<file path="config.mk">
export PLATFORM = sky130hd
export DESIGN_NAME = bypass_gate_ctrl
export DESIGN_NICKNAME = d
export VERILOG_FILES = /design/src/rtl/bypass_gate_ctrl.sv
export SDC_FILE = /design/constraint.sdc
export NUM_CORES = 1
export LEC_CHECK = 0
export BUFFER_PORTS_ARGS = -buffer_cell sky130_fd_sc_hd__buf_2
export CORE_AREA = 5 5 111 113
export CTS_CLUSTER_DIAMETER = 30
export DETAILED_ROUTE_END_ITERATION = 16
export DIE_AREA = 0 0 116 118
export GPL_TIMING_DRIVEN = 0
export PLACE_DENSITY_LB_ADDON = 0.2
export SYNTH_ARGS = -nofsm -noshare
export SYNTH_HDL_FRONTEND = slang
export SYNTH_SLANG_ARGS = --single-unit
</file>
<file path="constraint.sdc">
create_clock -name clk -period 3.4 [get_ports clk]
set_input_delay 1.02 -clock clk [delete_from_list [all_inputs] [get_ports clk]]
set_output_delay 1.02 -clock clk [all_outputs]
set_load 0.02 [all_outputs]
</file>
<file path="src/rtl/bypass_gate_ctrl.sv">
module bypass_gate_ctrl #(
  parameter int              ADDR_W     = 12,
  parameter logic [11:0]     REG_OFFSET = 12'h044,
  parameter int              UPD_LAT    = 2,
  parameter int              ABORT_BIT  = 20,
  parameter int              UPD_BIT    = 31,
  parameter logic [31:0]     RST_VAL    = 32'h0000_0000
) (
  input  logic              clk,
  input  logic              rst_n,
  input  logic [ADDR_W-1:0] reg_addr,
  input  logic              reg_wr,
  input  logic [31:0]       reg_wdata,
  output logic [31:0]       reg_rdata,
  input  logic              xlat_en,
  input  logic              txn_valid,
  output logic              verdict_valid,
  output logic [1:0]        verdict
);

  localparam int          CNT_W    = $clog2(UPD_LAT + 1);
  localparam logic [31:0] UPD_MASK = 32'(1) << UPD_BIT;
  localparam logic [1:0]  V_BYPASS = 2'b00;
  localparam logic [1:0]  V_ABORT  = 2'b01;
  localparam logic [1:0]  V_XLATE  = 2'b10;

  logic [31:0]      live_q;
  logic [31:0]      stage_q;
  logic [CNT_W-1:0] cnt_q;
  logic             hit;
  logic             busy;
  logic             accept;

  assign hit    = (reg_addr == REG_OFFSET[ADDR_W-1:0]);
  assign busy   = (cnt_q != '0);
  assign accept = reg_wr && hit && reg_wdata[UPD_BIT] && !busy;

  always_ff @(posedge clk or negedge rst_n) begin
    if (!rst_n) begin
      live_q  <= RST_VAL & ~UPD_MASK;
      stage_q <= '0;
      cnt_q   <= '0;
    end else if (accept) begin
      stage_q <= reg_wdata & ~UPD_MASK;
      cnt_q   <= CNT_W'(UPD_LAT);
    end else if (busy) begin
      cnt_q <= cnt_q - 1'b1;
      if (cnt_q == CNT_W'(1)) live_q <= stage_q;
    end
  end

  assign reg_rdata     = hit ? ((live_q & ~UPD_MASK) | (busy ? UPD_MASK : 32'h0)) : 32'h0;
  assign verdict_valid = txn_valid;
  assign verdict       = xlat_en ? V_XLATE : (live_q[ABORT_BIT] ? V_ABORT : V_BYPASS);

endmodule

</file>
==> metrics, run 1 <==
global-route usage over all layers=9.65%; Initial Util=24.1%; portion of netlist area occupied by mux cells=26.5%; post-place setup slack=-521 ps; violations in the final reports=setup timing; H-tree depth=3; Layout Cell Area excl Fill=4040 µm²; clock skew after layout=6.93 ps; time the final worst path needs with I/O delays and setup=3470 ps; worst slew slack as a fraction of its limit=45.7%; final core utilization=36.0%; post-DR vias/cell=4.14; launching point of the worst reg2reg path=cnt_q[0]; Post-Syn Area=2710 µm²; worst setup path startpoint=reg_addr[8]; number of cell rows=39; unrepaired setup endpoints after global routing=true; Reg2Reg Depth=6; final worst setup slack=-65.6 ps; Crit Path Category=input port to output port; residual overflow from global routing=0; IO Count=84; type of the worst min-delay path=register to register; end point of the critical path=reg_rdata[12]; cts-stage hold buffer count=0; main combinational cell family by area after synthesis=multiplexers; Die H=118 µm; number of inserted diodes=0; setup TNS=-1760 ps; # fillers=1,122; cells after synthesis=184; Switch Pwr=0.489 mW; sequential share of power=40.3%; largest fanout on the critical path=7; number of DRC markers in iteration 0=21; design internal power=1.46 mW; post-synthesis xor/xnor area fraction=0%; Crit. End Element=output port; final count of negative-setup-slack endpoints=30; post-route fraction of the period consumed by the critical path=102%; measured slew at the worst slew-check pin=815 ps; sum of routed wire length over all layers=6310 µm; First-pass DRT Iterations=4; port buffer count=82; TritonCTS buffer count=9; final-layout worst hold slack=479 ps; clock-pin slew on the worst setup and hold paths=50 ps; pin count of the biggest net entering global routing=65; clock network latency to the later pin of the worst-skew pair=330 ps; R2R setup slack=1540 ps; area share of fa/ha/maj cells after synthesis=0.924%; number of flip-flops and latches in the synthesized netlist=64; core area=11,200 µm²; Mapped Nets=235; die boundary width=116 µm; cell area reported after detailed placement=3310 µm²; initial antenna violation count=0; power share of the combinational group=12.9%; Seq/Total Area, Yosys=59.1%; max-cap check violation count=0; number of buffers on the longest clock path=2; complex-gate fraction of the synthesized area=0.323%; LEAKAGE=2.09 nW; detailed placement HPWL=4200 µm; number of hold violations in the final report=0; share of final-layout standard cells stronger than drive strength 1=70.1%; count of unique library cells instantiated by Yosys=21; CTS tree=yes; Setup crit start kind=input port; area share of and/or/nand/nor cells after synthesis=10.2%; Yosys warning total=0; IR Drop Worst-Case VDD=0.220 mV; count of nets after finishing=334; number of nets with antenna violations after routing=0; final weighted congestion in routability-driven placement=0.654; Power per Cell Area=482 nW/µm²; clk sinks=64; die footprint=13,700 µm²; root buffer selected by CTS=sky130_fd_sc_hd__clkbuf_16; drc violations=0; final number of max-transition violations=0; r2r endpoint=stage_q[8]; clock group share of total power=46.7%; result of the run=complete, but fails checks; synthesized area per cell=14.7 µm²; routed length per instance=14.6 µm; global-route wire length before repair=10,100 µm; switching power as a share of total power=25.1%; post-synthesis to final-layout area growth=49.2%; CP Data Required Time=2380 ps; vias in the first global route=1,934; critical path arrival=2450 ps; count of vias placed by the detailed router=1,783; maximum clock rate=0.289 GHz
sequential cells by signal, indices dropped and copies added, names as in the netlist:
name,cells
live_q,31
stage_q,31
cnt_q,2
cell usage in the layout, fill, tap and decap left out:
cell type                    netlist  final
sky130_fd_sc_hd__and2_1           31      1
sky130_fd_sc_hd__and2_4            0     30
sky130_fd_sc_hd__buf_1             3      3
sky130_fd_sc_hd__buf_12            0      1
sky130_fd_sc_hd__buf_2             0     48
sky130_fd_sc_hd__buf_4             2      6
sky130_fd_sc_hd__buf_6             3     35
sky130_fd_sc_hd__bufinv_16         0      1
sky130_fd_sc_hd__clkbuf_16         0     13
sky130_fd_sc_hd__clkbuf_8          0      2
sky130_fd_sc_hd__clkinv_2          0      2
sky130_fd_sc_hd__clkinvlp_4        0      3
sky130_fd_sc_hd__dfrtp_1          64     64
sky130_fd_sc_hd__ha_1              2      2
sky130_fd_sc_hd__inv_1             2      2
sky130_fd_sc_hd__inv_6             0      1
sky130_fd_sc_hd__mux2_1            7      7
sky130_fd_sc_hd__mux2_2           55     55
sky130_fd_sc_hd__mux2i_1           2      2
sky130_fd_sc_hd__nand2_1           1      1
sky130_fd_sc_hd__nand3_1           1      1
sky130_fd_sc_hd__nor2b_1           1      1
sky130_fd_sc_hd__nor3_4            0      1
sky130_fd_sc_hd__nor4_1            1      1
sky130_fd_sc_hd__nor4_4            1      1
sky130_fd_sc_hd__o41ai_1           1      1
sky130_fd_sc_hd__or4_4             1      1
sky130_fd_sc_hd__or4b_4            1      2
how the worst min path moves through the flow:
stage                start           to  cells after the start
3_5_place_dp   stage_q[25]  stage_q[25]                      1
2_1_floorplan  stage_q[11]  stage_q[11]                      1
4_1_cts        stage_q[25]  stage_q[25]                      1
6_report       stage_q[14]  stage_q[14]                      1
3_3_place_gp    stage_q[1]   stage_q[1]                      1
5_1_grt        stage_q[11]  stage_q[11]                      1
critical path: stages:
cell and delay [ps]:
sky130_fd_sc_hd__buf_6 90, sky130_fd_sc_hd__or4b_4 550, sky130_fd_sc_hd__nor3_4 230, sky130_fd_sc_hd__buf_12 170
sky130_fd_sc_hd__clkbuf_8 150, sky130_fd_sc_hd__and2_4 140, sky130_fd_sc_hd__buf_6 110
routing by layer:
layer	part of all wire [%]	global-route usage (%)
met2	47	14.7
met3	8.2	4.01
met4	1.8	3.48
met5	0	0
met1	43	12.2
cells by family (layout without fill, tap and decap cells):
family / after synthesis / count (layout)
multiplexers: 64 / 64
flip-flops: 64 / 64
AND/OR/NAND/NOR: 40 / 40
buffers and inverters: 13 / 117
adder cells (fa/ha/maj): 2 / 2
AO/OA/AOI/OAI: 1 / 1
layout make-up:
class                           instances  area (µm²)  share of cell area [%]
Sequential cell                        64        1600                    39.6
Multi-Input combinational cell        107        1120                    27.7
Timing Repair Buffer                   88         703                    17.4
Clock buffer                            9         225                    5.57
Tap cell                              143         179                    4.43
Buffer                                 11         135                    3.34
Clock inverter                          7        71.3                    1.76
Inverter                                2        7.51                   0.186
synth_stat cells, drive strengths merged:
library cell / count / area share [%]
nor2b: 1 / 0.23
or4: 1 / 0.42
mux2i: 2 / 0.74
ha: 2 / 0.92
nand3: 1 / 0.18
dfrtp: 64 / 59
buf: 8 / 2.2
mux2: 62 / 26
inv: 2 / 0.28
nand2: 1 / 0.14
or4b: 2 / 0.88
clkbuf: 3 / 0.42
and2: 31 / 7.2
nor4: 2 / 1.0
o41ai: 1 / 0.32
nor3: 1 / 0.18
power groups by stage:
stage,Clock (mW),Combinational [mW],Sequential [mW]
detailed placement,0,0.264,0.799
finish,0.910,0.252,0.786
floorplan,0,0.167,0.798
global placement,0,0.263,0.799
global route,0.968,0.286,0.787
CTS,0.944,0.268,0.786
timing repair:
action                                  4_1_cts  5_1_grt
resized for setup                           109        1
gates cloned                                  3        0
setup buffers                                 3        0
endpoints found under the hold margin         0        0
endpoints found under the setup margin       31       31
pin swaps                                    32        0
per-stage QoR:
stage | cells | power [mW]
after floorplan | 184 | 0.965
after global placement | 409 | 1.06
after detailed placement | 409 | 1.06
after CTS | 431 | 2.00
after global routing | 431 | 2.04
final | 431 | 1.95
No activity file was read; power rests on OpenSTA's default activity.
==> inputs of run 2 (changes only) <==
==> constraint.sdc (replaced) <==
create_clock -name clk -period 3.4 [get_ports clk]
set_input_delay 0.51 -clock clk [delete_from_list [all_inputs] [get_ports clk]]
set_output_delay 0.51 -clock clk [all_outputs]
set_load 0.02 [all_outputs]
==> run 2 against run 1 <==
Effect of this change:
- critical path depth shrank 1
- the run now ends clean
- first-iteration DRC count grew 110%
- global-route usage shrank 0.34 points
- total power grew 5.4%
- die area is the same
- sequential share of layout area grew 4.4 points
- cell area shrank 10%
- setup slack gained 420 ps
- critical path type unchanged
==> metrics, run 2 (synthesis results as in run 1) <==
result of the run=finished, final reports clean; post-route fraction of the period consumed by the critical path=89.7%; cts-stage hold buffer count=0; # fillers=1,160; number of buffers on the longest clock path=2; clk sinks=64; max-cap check violation count=0; root buffer selected by CTS=sky130_fd_sc_hd__clkbuf_16; post-DR vias/cell=4.12; post-CTS setup buffer count=0; Die H=118 µm; worst slew slack as a fraction of its limit=45.6%; residual overflow from global routing=0; TritonCTS buffer count=9; port buffer count=82; Layout Cell Area excl Fill=3630 µm²; number of inserted diodes=0; pin count of the biggest net entering global routing=65; met2 Usage GRT=14.2%; most common cell after layout, fill and taps aside=sky130_fd_sc_hd__buf_2; sum of routed wire length over all layers=5910 µm; post-synthesis to final-layout area growth=34.2%; number of standard cells in the final layout excluding fillers=425; Setup crit start kind=input port; IO Count=84; routed length per instance=13.9 µm; top library cells by usage in the layout, fill and taps aside=81 x sky130_fd_sc_hd__buf_2, 64 x sky130_fd_sc_hd__dfrtp_1, 55 x sky130_fd_sc_hd__mux2_2; Crit Path Category=input port to output port; number of DRC markers in iteration 0=44; placed cells=409; Reg2Reg Depth=6; CP Data Required Time=2890 ps; die footprint=13,700 µm²; met3 capacity usage during global routing=4.42%; time the final worst path needs with I/O delays and setup=3050 ps; Initial Util=24.1%; busiest layer in global routing=met2; number of cell rows=39; unrepaired setup endpoints after global routing=false; R2R setup slack=1540 ps; clock-pin slew on the worst setup and hold paths=50 ps; storage element area=1600 µm²; global-route wire length before repair=9820 µm; count of vias placed by the detailed router=1,751; measured slew at the worst slew-check pin=815 ps; Power per Cell Area=565 nW/µm²; post-layout power=2.05 mW; footprint of the multi-input gates=1030 µm²; detailed placement HPWL=4180 µm; launching point of the worst reg2reg path=cnt_q[0]; drc violations=0; largest fanout on the critical path=10; number of hold violations in the final report=0; final number of max-transition violations=0; setup TNS=0 ps; registers with the most flip-flops=live_q x31, stage_q x31, cnt_q x2; clock network latency to the later pin of the worst-skew pair=320 ps; First-pass DRT Iterations=2; type of the worst min-delay path=input port to async pin; r2r endpoint=stage_q[5]; count of nets after finishing=328; met1 demand-to-capacity share in global routing=11.3%; global-route usage over all layers=9.31%; share of final-layout standard cells stronger than drive strength 1=56.4%; number of nets with antenna violations after routing=0; maximum clock rate=0.328 GHz; IR Drop Worst-Case VDD=0.234 mV; final-layout worst hold slack=290 ps; core area=11,200 µm²; H-tree depth=3; final weighted congestion in routability-driven placement=0.666; LEAKAGE=1.97 nW; vias in the first global route=1,941; critical path arrival=2540 ps; count of instances resized after the clock tree is built=0; clock skew after layout=4.07 ps; cell area reported after detailed placement=3300 µm²; Crit. End Element=output port; initial antenna violation count=0; CTS tree=yes; die boundary width=116 µm; final count of negative-setup-slack endpoints=0
==> run 2: changes by cell type in the layout (fill, tap and decap cells not counted), sizes merged <==
cell,before,now
clkbuf,15,17
buf,93,90
bufinv,1,2
clkinv,2,0
clkinvlp,3,0
inv,3,2
==> run 2: cell type report <==
class                           count  share of cell area, %
Buffer                             11                   1.96
Clock buffer                       14                   7.54
Clock inverter                      2                   1.65
Inverter                            2                  0.207
Multi-Input combinational cell    107                   28.3
Sequential cell                    64                   44.1
Tap cell                          143                   4.92
Timing Repair Buffer               82                   11.4
==> run 2: how the worst max path moves through the flow <==
| stage | depth (start not counted) | slack, ps | start | to |
|---|---|---|---|---|
| floorplan | 4 | 1020 | reg_addr[7] | reg_rdata[0] |
| global placement | 6 | 300 | reg_addr[7] | reg_rdata[19] |
| detailed placement | 6 | 300 | reg_addr[7] | reg_rdata[19] |
| CTS | 6 | 290 | reg_addr[7] | reg_rdata[19] |
| global route | 6 | 150 | reg_addr[7] | reg_rdata[19] |
| finish | 6 | 350 | reg_addr[7] | reg_rdata[19] |
==> run 2: layer usage <==
metal  vias up  routed length (µm)
met2        62                2660
met3         8                 578
li1        825                   -
met5         -                   0
met4         0                  78
met1       856                2600
==> run 2: power breakdown <==
part | switching, mW | internal [mW]
registers | 0.00796 | 0.778
clock network | 0.316 | 0.702
logic | 0.137 | 0.112
==> run 2: worst max-delay path, stage by stage <==
cell,delay [ps]
sky130_fd_sc_hd__buf_2,90
sky130_fd_sc_hd__or4b_1,620
sky130_fd_sc_hd__nor3_1,470
sky130_fd_sc_hd__clkbuf_1,460
sky130_fd_sc_hd__and2_1,220
sky130_fd_sc_hd__buf_2,170
==> run 2: metrics by stage <==
step | setup WS [ps] | utilization (%)
global placement | 296 | 29.4
floorplan | 1020 | -
CTS | 288 | 32.4
global route | 150 | 32.4
detailed placement | 304 | 29.4
finish | 351 | 32.4
==> inputs of run 3 (changes only) <==
--- a/config.mk
+++ b/config.mk
@@ -5,11 +5,12 @@
 export SDC_FILE = /design/constraint.sdc
 export NUM_CORES = 1
 export LEC_CHECK = 0
+export ABC_AREA = 1
 export BUFFER_PORTS_ARGS = -buffer_cell sky130_fd_sc_hd__buf_2
-export CORE_AREA = 5 5 111 113
+export CORE_AREA = 5 5 119 121
 export CTS_CLUSTER_DIAMETER = 30
 export DETAILED_ROUTE_END_ITERATION = 16
-export DIE_AREA = 0 0 116 118
+export DIE_AREA = 0 0 124 126
 export GPL_TIMING_DRIVEN = 0
 export PLACE_DENSITY_LB_ADDON = 0.2
 export SYNTH_ARGS = -nofsm -noshare
==> run 3 against run 2 <==
Effect of this change:
- non-clock buffer count increased by 14
- critical endpoint is now reg_rdata[31]
- sequential cell count unchanged
- largest power group unchanged
- sequential share of layout area decreased by 5.1 points
- cell area increased by 13%
==> metrics, run 3 <==
biggest area contributors in the synthesized netlist=sky130_fd_sc_hd__dfrtp_1 50%, sky130_fd_sc_hd__nand2_1 12%, sky130_fd_sc_hd__nor2_4 11%, sky130_fd_sc_hd__nand4_1 6.3%, sky130_fd_sc_hd__inv_1 5.4%; IO Count=84; port buffer count=82; dominant cell type by area after synthesis=sky130_fd_sc_hd__dfrtp_1; vias in the first global route=2,690; most common cell after layout, fill and taps aside=sky130_fd_sc_hd__nand2_1; number of standard cells in the final layout excluding fillers=628; leading cell types by count after synthesis=105 x sky130_fd_sc_hd__nand2_1, 64 x sky130_fd_sc_hd__dfrtp_1, 46 x sky130_fd_sc_hd__inv_1; measured slew at the worst slew-check pin=817 ps; unrepaired setup endpoints after global routing=false; count of unique library cells instantiated by Yosys=20; clock skew after layout=4.52 ps; largest fanout on the critical path=10; max-cap check violation count=0; TritonCTS buffer count=9; Crit. End Element=output port; residual overflow from global routing=0; drc violations=0; final weighted congestion in routability-driven placement=0.698; clock-pin slew on the worst setup and hold paths=50 ps; cts-stage hold buffer count=0; design internal power=1.44 mW; LEAKAGE=2.04 nW; clock group share of total power=43.0%; number of buffers on the longest clock path=2; global-route wire length before repair=13,600 µm; number of nets with antenna violations after routing=0; power share of the combinational group=18.4%; result of the run=finished, final reports clean; launching point of the worst reg2reg path=cnt_q[1]; number of hold violations in the final report=0; number of DRC markers in iteration 0=161; share of synthesized registers carrying an async set or reset=100%; synthesized area per cell=8.98 µm²; proportion of netlist area held by the largest area contributor=50.3%; critical path arrival=1630 ps; maximum clock rate=0.467 GHz; time the final worst path needs with I/O delays and setup=2140 ps; switching power as a share of total power=29.8%; most instantiated library cell after synthesis=sky130_fd_sc_hd__nand2_1; final count of negative-setup-slack endpoints=0; number of flip-flops and latches in the synthesized netlist=64; Seq/Total Area, Yosys=50.3%; type of the worst min-delay path=input port to async pin; number of cell rows=42; die footprint=15,600 µm²; count of instances resized after the clock tree is built=0; post-CTS setup buffer count=0; post-synthesis to final-layout area growth=29.1%; Yosys warning total=0; share of final-layout standard cells stronger than drive strength 1=33.4%; count of nets after finishing=499; final number of max-transition violations=0; count of vias placed by the detailed router=2,588; sum of routed wire length over all layers=8240 µm; Setup crit start kind=register; H-tree depth=3; CTS tree=yes; Switch Pwr=0.610 mW; number of enable-type register cells in the synthesized netlist=0; routed length per instance=13.1 µm; busiest layer in global routing=met2; worst setup path startpoint=cnt_q[0]; core area=13,000 µm²; setup TNS=0 ps; worst slew slack as a fraction of its limit=45.5%; registers with the most flip-flops=live_q x31, stage_q x31, cnt_q x2; pin count of the biggest net entering global routing=65; number of inserted diodes=0; global-route usage over all layers=11.4%; First-pass DRT Iterations=4; placed cells=613; clk sinks=64; cells after synthesis=355; post-layout power=2.05 mW; CP Data Required Time=2890 ps; sequential share of power=38.5%; top library cells by usage in the layout, fill and taps aside=105 x sky130_fd_sc_hd__nand2_1, 89 x sky130_fd_sc_hd__buf_2, 64 x sky130_fd_sc_hd__dfrtp_1; Layout Cell Area excl Fill=4110 µm²; cell area reported after detailed placement=3820 µm²; Power per Cell Area=498 nW/µm²; Initial Util=24.6%; met1 demand-to-capacity share in global routing=14.6%; met2 Usage GRT=17.7%; Post-Syn Area=3190 µm²; post-route fraction of the period consumed by the critical path=63.0%; met3 capacity usage during global routing=3.18%; Die H=126 µm; post-DR vias/cell=4.12; root buffer selected by CTS=sky130_fd_sc_hd__clkbuf_16; Crit Path Category=register to output port; Top FF cell, synth=sky130_fd_sc_hd__dfrtp_1; Mapped Nets=406; final-layout worst hold slack=282 ps; clock network latency to the later pin of the worst-skew pair=320 ps; initial antenna violation count=0; IR Drop Worst-Case VDD=0.264 mV; detailed placement HPWL=5980 µm; die boundary width=124 µm
-- run 3: critical path, stage by stage, from the launching register on --
cell and delay (ps):
sky130_fd_sc_hd__dfrtp_1 390, sky130_fd_sc_hd__inv_1 60, sky130_fd_sc_hd__ha_1 180, sky130_fd_sc_hd__buf_2 170, sky130_fd_sc_hd__buf_2 210, sky130_fd_sc_hd__nor2_1 120, sky130_fd_sc_hd__buf_2 180
-- run 3: area by class of cell --
cell class                 instances  area [µm²]
clock inverter                     2        12.5
sequential                        64        1600
tap                              176         220
inverter                          48         185
timing repair buffer              82         413
fill                            1402        8870
clock buffer                      13         280
buffer                            25         183
multi-input combinational        218        1220
-- run 3: final timing paths --
check / to / slack, ps / depth (start not counted)
min in group clk: stage_q[6] / 440 / 3
setup / recovery: reg_rdata[31] / 1260 / 6
setup reg to reg: live_q[25] / 1740 / 6
max in group asynchronous: live_q[10] / 2580 / 1
hold / removal: live_q[25] / 280 / 1
hold reg to reg: stage_q[12] / 480 / 2
-- run 3: cells by family after synthesis --
family | count (synthesis) | share of synthesized area [%]
AND/OR/NAND/NOR | 185 | 32.5
flip-flops | 64 | 50.3
buffers and inverters | 73 | 11.5
adder cells (fa/ha/maj) | 2 | 0.785
AO/OA/AOI/OAI | 31 | 4.87
-- run 3: power by group through the flow --
stage	Clock (mW)	Sequential [mW]	Combinational (mW)
after CTS	0.909	0.788	0.391
final	0.881	0.788	0.378
after global placement	0	0.800	0.389
after global routing	0.954	0.789	0.435
after detailed placement	0	0.801	0.390
after floorplan	0	0.799	0.224
-- run 3: layer usage --
metal,up-vias,wire length [µm]
li1,1289,-
met1,1232,3660
met2,56,3910
met3,11,509
met4,0,161
met5,-,0
-- run 3: per-stage QoR --
step                      worst slack (ps)  util [%]
after floorplan                       1580         -
after global placement                1230      29.4
after detailed placement              1240      29.4
after CTS                             1240      31.7
after global routing                  1140      31.7
final                                 1260      31.7
